$ cat src/rtl/smb_pkg.sv
package smb_pkg;
  typedef enum logic [2:0] {
    KIND_NONE  = 3'd0,
    KIND_OWN   = 3'd1,
    KIND_DFLT  = 3'd2,
    KIND_HOST  = 3'd3,
    KIND_ALERT = 3'd4
  } match_kind_t;

  localparam int ADDR_W = 7;
  localparam logic [ADDR_W-1:0] DFLT_ADDR  = 7'b1100001;
  localparam logic [ADDR_W-1:0] HOST_ADDR  = 7'b0001000;
  localparam logic [ADDR_W-1:0] ALERT_ADDR = 7'b0001100;
endpackage

$ cat src/rtl/smb_addr_decode.sv
module smb_addr_decode
  import smb_pkg::*;
#(
  parameter int AW = ADDR_W
) (
  input  logic          clk,
  input  logic          rst,
  input  logic          addr_valid_i,
  input  logic [AW-1:0] addr_i,
  input  logic [AW-1:0] own_addr_i,
  input  logic          own_en_i,
  input  logic          dflt_en_i,
  input  logic          host_mode_i,
  input  logic          ara_en_i,
  output logic          match_valid_o,
  output logic          match_o,
  output match_kind_t   kind_o
);
  match_kind_t kind_d;

  // Own address is checked first, so it wins over every fixed address.
  always_comb begin
    kind_d = KIND_NONE;
    if (own_en_i && addr_i == own_addr_i)            kind_d = KIND_OWN;
    else if (dflt_en_i && addr_i == DFLT_ADDR)       kind_d = KIND_DFLT;
    else if (host_mode_i && addr_i == HOST_ADDR)     kind_d = KIND_HOST;
    else if (ara_en_i && addr_i == ALERT_ADDR)       kind_d = KIND_ALERT;
  end

  always_ff @(posedge clk) begin
    if (rst) begin
      match_valid_o <= 1'b0;
      match_o       <= 1'b0;
      kind_o        <= KIND_NONE;
    end else begin
      match_valid_o <= addr_valid_i;
      match_o       <= addr_valid_i && (kind_d != KIND_NONE);
      kind_o        <= addr_valid_i ? kind_d : KIND_NONE;
    end
  end

  assert_quiet_when_idle_R5: assert property (@(posedge clk) disable iff (rst)
    !match_valid_o |-> (!match_o && kind_o == KIND_NONE));
  assert_default_needs_enable_R2: assert property (@(posedge clk) disable iff (rst)
    addr_valid_i && !dflt_en_i |=> kind_o != KIND_DFLT);
  assert_host_needs_mode_R3: assert property (@(posedge clk) disable iff (rst)
    addr_valid_i && !host_mode_i |=> kind_o != KIND_HOST);
endmodule

$ cat src/rtl/smb_alert_sync.sv
module smb_alert_sync #(
  parameter int STAGES = 2
) (
  input  logic clk,
  input  logic rst,
  input  logic pin_i,
  input  logic enable_i,
  output logic fall_o
);
  localparam int LAST = STAGES - 1;

  logic [STAGES-1:0] sync_q;
  logic              gated;
  logic              gated_q;

  generate
    for (genvar g = 0; g < STAGES; g++) begin : g_stage
      if (g == 0) begin : g_first
        always_ff @(posedge clk) begin
          if (rst) sync_q[g] <= 1'b1;
          else     sync_q[g] <= pin_i;
        end
      end else begin : g_rest
        always_ff @(posedge clk) begin
          if (rst) sync_q[g] <= 1'b1;
          else     sync_q[g] <= sync_q[g-1];
        end
      end
    end
  endgenerate

  // A disabled alert is seen as an idle (high) line.
  assign gated = sync_q[LAST] | ~enable_i;

  always_ff @(posedge clk) begin
    if (rst) gated_q <= 1'b1;
    else     gated_q <= gated;
  end

  assign fall_o = gated_q & ~gated;

  assert_no_edge_when_disabled_R8: assert property (@(posedge clk) disable iff (rst)
    !enable_i |-> !fall_o);
endmodule

$ cat src/rtl/smb_alert_status.sv
module smb_alert_status (
  input  logic clk,
  input  logic rst,
  input  logic set_i,
  input  logic clr_i,
  input  logic irq_en_i,
  output logic flag_o,
  output logic irq_o
);
  logic flag_d;

  always_comb begin
    flag_d = flag_o;
    if (clr_i) flag_d = 1'b0;
    if (set_i) flag_d = 1'b1;
  end

  always_ff @(posedge clk) begin
    if (rst) begin
      flag_o <= 1'b0;
      irq_o  <= 1'b0;
    end else begin
      flag_o <= flag_d;
      irq_o  <= flag_d & irq_en_i;
    end
  end

  assert_set_beats_clear_R9: assert property (@(posedge clk) disable iff (rst)
    set_i |=> flag_o);
  assert_sticky_R9: assert property (@(posedge clk) disable iff (rst)
    flag_o && !clr_i |=> flag_o);
  assert_irq_implies_flag_R10: assert property (@(posedge clk) disable iff (rst)
    irq_o |-> flag_o);
endmodule

$ cat src/rtl/smb_addr_alert.sv
module smb_addr_alert
  import smb_pkg::*;
#(
  parameter int SYNC_STAGES = 2
) (
  input  logic              clk,
  input  logic              rst,
  input  logic              addr_valid_i,
  input  logic [ADDR_W-1:0] addr_i,
  input  logic [ADDR_W-1:0] own_addr_i,
  input  logic              own_en_i,
  input  logic              dflt_en_i,
  input  logic              host_mode_i,
  input  logic              alert_en_i,
  input  logic              err_irq_en_i,
  input  logic              alert_clr_i,
  input  logic              smba_i,
  output logic              match_valid_o,
  output logic              match_o,
  output logic [2:0]        match_kind_o,
  output logic              smba_drive_o,
  output logic              alert_flag_o,
  output logic              irq_o
);
  logic        dev_alert;
  logic        host_alert_en;
  logic        alert_fall;
  match_kind_t kind;

  assign dev_alert     = ~host_mode_i & alert_en_i;
  assign host_alert_en = host_mode_i & alert_en_i;

  smb_addr_decode #(.AW(ADDR_W)) u_decode (
    .clk          (clk),
    .rst          (rst),
    .addr_valid_i (addr_valid_i),
    .addr_i       (addr_i),
    .own_addr_i   (own_addr_i),
    .own_en_i     (own_en_i),
    .dflt_en_i    (dflt_en_i),
    .host_mode_i  (host_mode_i),
    .ara_en_i     (dev_alert),
    .match_valid_o(match_valid_o),
    .match_o      (match_o),
    .kind_o       (kind)
  );
  assign match_kind_o = kind;

  // Pull-low drive is held while the device-mode enable stays set.
  always_ff @(posedge clk) begin
    if (rst) smba_drive_o <= 1'b0;
    else     smba_drive_o <= dev_alert;
  end

  smb_alert_sync #(.STAGES(SYNC_STAGES)) u_sync (
    .clk      (clk),
    .rst      (rst),
    .pin_i    (smba_i),
    .enable_i (host_alert_en),
    .fall_o   (alert_fall)
  );

  smb_alert_status u_status (
    .clk      (clk),
    .rst      (rst),
    .set_i    (alert_fall),
    .clr_i    (alert_clr_i),
    .irq_en_i (err_irq_en_i),
    .flag_o   (alert_flag_o),
    .irq_o    (irq_o)
  );

  assert_no_drive_in_host_R6: assert property (@(posedge clk) disable iff (rst)
    host_mode_i |=> !smba_drive_o);
  assert_ara_only_when_pulling_R4: assert property (@(posedge clk) disable iff (rst)
    match_kind_o == 3'd4 |-> smba_drive_o);
  assert_flag_rise_needs_enable_R8: assert property (@(posedge clk) disable iff (rst)
    $rose(alert_flag_o) |-> $past(alert_en_i));
endmodule

$ cat config.mk
export PLATFORM = sky130hd
export DESIGN_NAME = smb_addr_alert
export DESIGN_NICKNAME = d
export VERILOG_FILES = /design/src/rtl/smb_pkg.sv /design/src/rtl/smb_addr_decode.sv /design/src/rtl/smb_alert_sync.sv /design/src/rtl/smb_alert_status.sv /design/src/rtl/smb_addr_alert.sv
export SDC_FILE = /design/constraint.sdc
export NUM_CORES = 1
export LEC_CHECK = 0
export CORE_MARGIN = 2
export CORE_UTILIZATION = 30
export CTS_CLUSTER_DIAMETER = 120
export CTS_CLUSTER_SIZE = 24
export DETAILED_ROUTE_END_ITERATION = 8
export GPL_ROUTABILITY_DRIVEN = 0
export PLACE_DENSITY = 0.8
export SYNTH_ARGS = -nofsm -noshare
export SYNTH_HDL_FRONTEND = slang
export SYNTH_SLANG_ARGS = --single-unit
export TNS_END_PERCENT = 50
$ cat constraint.sdc
create_clock -name clk -period 1.15 [get_ports clk]
set_input_delay 0.2875 -clock clk [delete_from_list [all_inputs] [get_ports clk]]
set_output_delay 0.2875 -clock clk [all_outputs]
set_load 0.01 [all_outputs]
Word-level counts from Yosys, hierarchy flattened. Cells that the tools add are included.

Equality and inequality tests: 4. Muxes and demuxes: 6. Bitwise logic cells: 9. Reduce and logical (&&, ||, !) cells: 7.

Operators with widths (number): equality test 7 x 4 -> 1 bit, second input constant (2); 2-to-1 mux 3 bit (4); equality test 7 bit (1); equality test 7 bit, second input constant (1); logical AND 1 bit (5); bitwise AND 1 bit (4); NOT 1 bit (4); nonzero test 3 bit (1); 2-to-1 mux 1 bit (2); OR reduction 2 bit (1); bitwise OR 1 bit (1).

Bits in registers: 11. Bits of input ports: 24.

Depth between registers and ports, before layout.
Word-level depth: 9. Depth in mapped cells: 4.

Hierarchy. From an unflattened synthesis, not the netlist that was laid out.

Cell total of the unflattened synthesis: 48. Area total of the unflattened synthesis: 505.5 sq um.

By module, submodules not included: smb_addr_decode (instances 1, cells each 30, area each 295.3 sq um, sequential area each 100.1 sq um); smb_alert_sync (instances 1, cells each 7, area each 91.3 sq um, sequential area each 60.1 sq um); smb_alert_status (instances 1, cells each 7, area each 73.8 sq um, sequential area each 40.0 sq um); smb_addr_alert (instances 1, cells each 4, area each 45.0 sq um, sequential area each 20.0 sq um).

Worst setup path before layout. No wires, ideal clock.

Kind: input to register. Start: input own_addr_i[3]. End: register u_decode.kind_o[2]. Arrival time: 1.001 ns. Setup slack: 0.034 ns. Stages on the path: 4. Buffers on the path: 0. Cells stage by stage: xor2_1 > nor4_2 > and4_2 > nor2_1.

Cells in the longest elaborated chain, start to end: 3.

RTL lines: from (decl) (line smb_addr_alert.sv:10) `input logic [ADDR_W-1:0] own_addr_i,`; equality test 7 bit (line smb_addr_decode.sv:24) `if (own_en_i && addr_i == own_addr_i) kind_d = KIND_OWN;`; logical AND 1 bit (line smb_addr_decode.sv:24); 2-to-1 mux 3 bit (line smb_addr_decode.sv:24); to (signal assigned) (line smb_addr_decode.sv:38) `kind_o <= addr_valid_i ? kind_d : KIND_NONE;`; to (decl) (line smb_addr_decode.sv:17) `output match_kind_t kind_o`.

No other way between the ends. A chain may end at the register's enable or synchronous reset.

Worst setup path after layout.
Start: register u_status.irq_o. End: output irq_o.

RTL lines: from (decl) (line smb_alert_status.sv:8) `output logic irq_o`; from (signal assigned) (line smb_alert_status.sv:24) `irq_o <= flag_d & irq_en_i;`; to (decl) (line smb_addr_alert.sv:23) `output logic irq_o`.

No word-level cell between the ends.

==> impl_metrics.json <==
{
  "outcome": "completed",
  "vias": 484,
  "die_area_sq_um": 1910,
  "ys_async_sr_fraction_pct": 0,
  "synth_edf_count": 0,
  "initial_core_util_pct": 31.7,
  "crit_arrival_ps": 820,
  "ys_ff_latch": 11,
  "min_path_type": "input port to flop",
  "synth_area_leaders": "dfxtp_1 47%, xor2_1 11%, nand4_1 4.0%, nand2_1 3.2%, nor4b_2 3.2%",
  "slew_headroom_pct": 83.0,
  "grt_pass1_vias": 485,
  "antenna_cells_inserted": 0,
  "synthCells": 47,
  "skew_ps": 0.0656,
  "io_pins": 32,
  "startpoint_type": "flop",
  "grt_max_degree": 7,
  "port_buffers": 31,
  "synth_top_cell_area_share_pct": 46.7,
  "gr-usage-met1_pct": 14.4,
  "final_area_sq_um": 891,
  "synthesis.nets": 71,
  "r2r_slack_ps": 140,
  "yosysMostFrequentCell": "dfxtp_1",
  "grt_overflow": 0,
  "grt_usage_pct": 14.1,
  "fin_nets": 114,
  "vias_per_cell": 4.61,
  "tightest_slew_ps": 253,
  "totalPowerFinal_uw": 796,
  "crit_path_end_kind": "output port",
  "rows": 14,
  "drt_iter0_markers": 2,
  "maxCapViolCount": 0,
  "cp.required_ps": 860,
  "fp.dieW_microns": 43.7,
  "rsz0062_at_grt": "yes",
  "top_usage_layer": "met2",
  "fp.coreArea_sq_um": 1490,
  "cp_slowest_cell": "dfxtp_1",
  "setup_viol": 0,
  "routed_wl_microns": 1120,
  "antenna_found_initial": 0,
  "syn_avg_cell_area_sq_um": 10.0,
  "hold_viol": 0,
  "syn_area_sq_um": 472,
  "critical_path_buf_inv_count": 1,
  "path_clk_slew_ps": 60,
  "crit_fanout": 1,
  "wl_per_cell_microns": 10.7,
  "cts_sinks": 11,
  "critical-path-max-stage-delay_ps": 290,
  "peakVddDrop_v": 0.000625,
  "met3_usage_pct": 6.25,
  "achievable-frequency_mhz": 899,
  "seq_area_frac_synth_pct": 46.7,
  "crit_family": "flip-flops",
  "postRouteAntennaNets": 0,
  "fin_crit_sh_pct": 96.7,
  "crit_path_cell_trace": "dlygate4sd2_1",
  "drc": 0,
  "synthDistinctLibCells": 21,
  "first_pass_iters": 4,
  "maxSlewViolCount": 0,
  "period_needed_ps": 1110,
  "ys_warn_count": 0,
  "die_y_microns": 43.7,
  "area_growth_pct": 88.9,
  "grt_pass1_wl_microns": 1970,
  "h-tree-depth": 1,
  "drive_above_1_share_pct": 34.8,
  "power_density_nw_per_um2": 894,
  "clock_path_buffers": 2,
  "path_class": "flop to output port",
  "cts_setup_buffers": 0,
  "cts_tree": "done",
  "met2_usage_pct": 25.0,
  "holdBufCountCts": 0,
  "dpl_cell_area_sq_um": 855,
  "cts_root_buf": "clkbuf_4",
  "yosysTopAreaCell": "dfxtp_1",
  "insertion_delay_ps": 260,
  "ys_top_cells_by_count": "11 x dfxtp_1, 6 x xor2_1, 4 x nand2_1",
  "cts_buffers": 3,
  "p_leak_uw": 0.000435,
  "ys.flop_type": "dfxtp_1"
}
-- cell families (layout without fill, tap and decap cells) --
group / after synthesis / in the layout / synth area share, %
buffers and inverters: 2 / 44 / 1.59
AO/OA/AOI/OAI: 4 / 4 / 7.16
flip-flops: 11 / 11 / 46.7
AND/OR/NAND/NOR: 23 / 23 / 31.6
XOR/XNOR: 7 / 7 / 13.0
-- layer usage --
layer,share of wire [%],up-vias,wire length (microns)
met2,55,23,618
met4,1.2,0,14
li1,-,245,-
met5,0,-,0
met1,36,214,402
met3,7.6,2,85
-- what timing repair did --
action,4_1_cts,5_1_grt
pin swaps,9,10
gates resized for setup,34,22
endpoints found under the setup margin,13,10
-- where the power goes --
part / internal [uW] / total [uW] / switching (uW)
clock: 134 / 249 / 115
sequential: 389 / 392 / 2.63
combinational: 94.1 / 156 / 61.7
total: 617 / 796 / 179
-- state kept, by name (all words and copies together) (netlist names) --
| register | flops |
|---|---|
| u_status.irq_o | 1 |
| u_status.flag_o | 1 |
| u_decode.match_o | 1 |
| u_sync.sync_q | 2 |
| smba_drive_o | 1 |
| u_decode.kind_o | 3 |
| u_decode.match_valid_o | 1 |
| u_sync.gated_q | 1 |
-- path summary, 6_finish.rpt --
kind | to | start | cells past startpoint
worst max-delay path | irq_o | u_status.irq_o$_SDFF_PP0_ | 1
worst min-delay path | smba_drive_o$_SDFF_PP0_ | rst | 3
worst max register to register | u_status.irq_o$_SDFF_PP0_ | u_status.flag_o$_SDFF_PP0_ | 2
worst min register to register | u_sync.sync_q[1]$_SDFF_PP1_ | u_sync.sync_q[0]$_SDFF_PP1_ | 1
-- layout make-up --
| cell class | count | area (sq um) |
|---|---|---|
| Inverter | 2 | 7.51 |
| Multi-Input combinational cell | 34 | 292 |
| Clock buffer | 4 | 26.3 |
| Sequential cell | 11 | 220 |
| Fill cell | 137 | 598 |
| Timing Repair Buffer | 38 | 325 |
| Tap cell | 16 | 20.0 |
-- metrics by stage --
step | setup WS [ps] | setup TNS [ps] | std cells | utilization (%) | hold WS [ps]
5_1_grt | -10.3 | -10.3 | 105 | 59.8 | 406
2_1_floorplan | 34.1 | 0 | 47 | - | 359
3_5_place_dp | -552 | -3230 | 101 | 57.4 | 407
6_report | 37.7 | 0 | 105 | 59.8 | 379
3_3_place_gp | -477 | -2900 | 101 | 57.4 | 394
4_1_cts | -1.07 | -1.07 | 105 | 58.1 | 424
-- placed cells by master, fill, tap and decap left out, types with 2 or more instances in the layout --
master / count
xor2_1: 5
nor3_4: 2
nor2_1: 3
dlygate4sd2_1: 8
nand2_1: 4
clkbuf_4: 3
clkdlybuf4s50_1: 7
dfxtp_1: 11
inv_1: 2
or2_2: 2
clkdlybuf4s15_1: 4
dlymetal6s2s_1: 4
nor4b_2: 2
nand4_1: 3
clkbuf_2: 6
buf_4: 8
nor2b_1: 2
(Power assumes the default switching activity.)
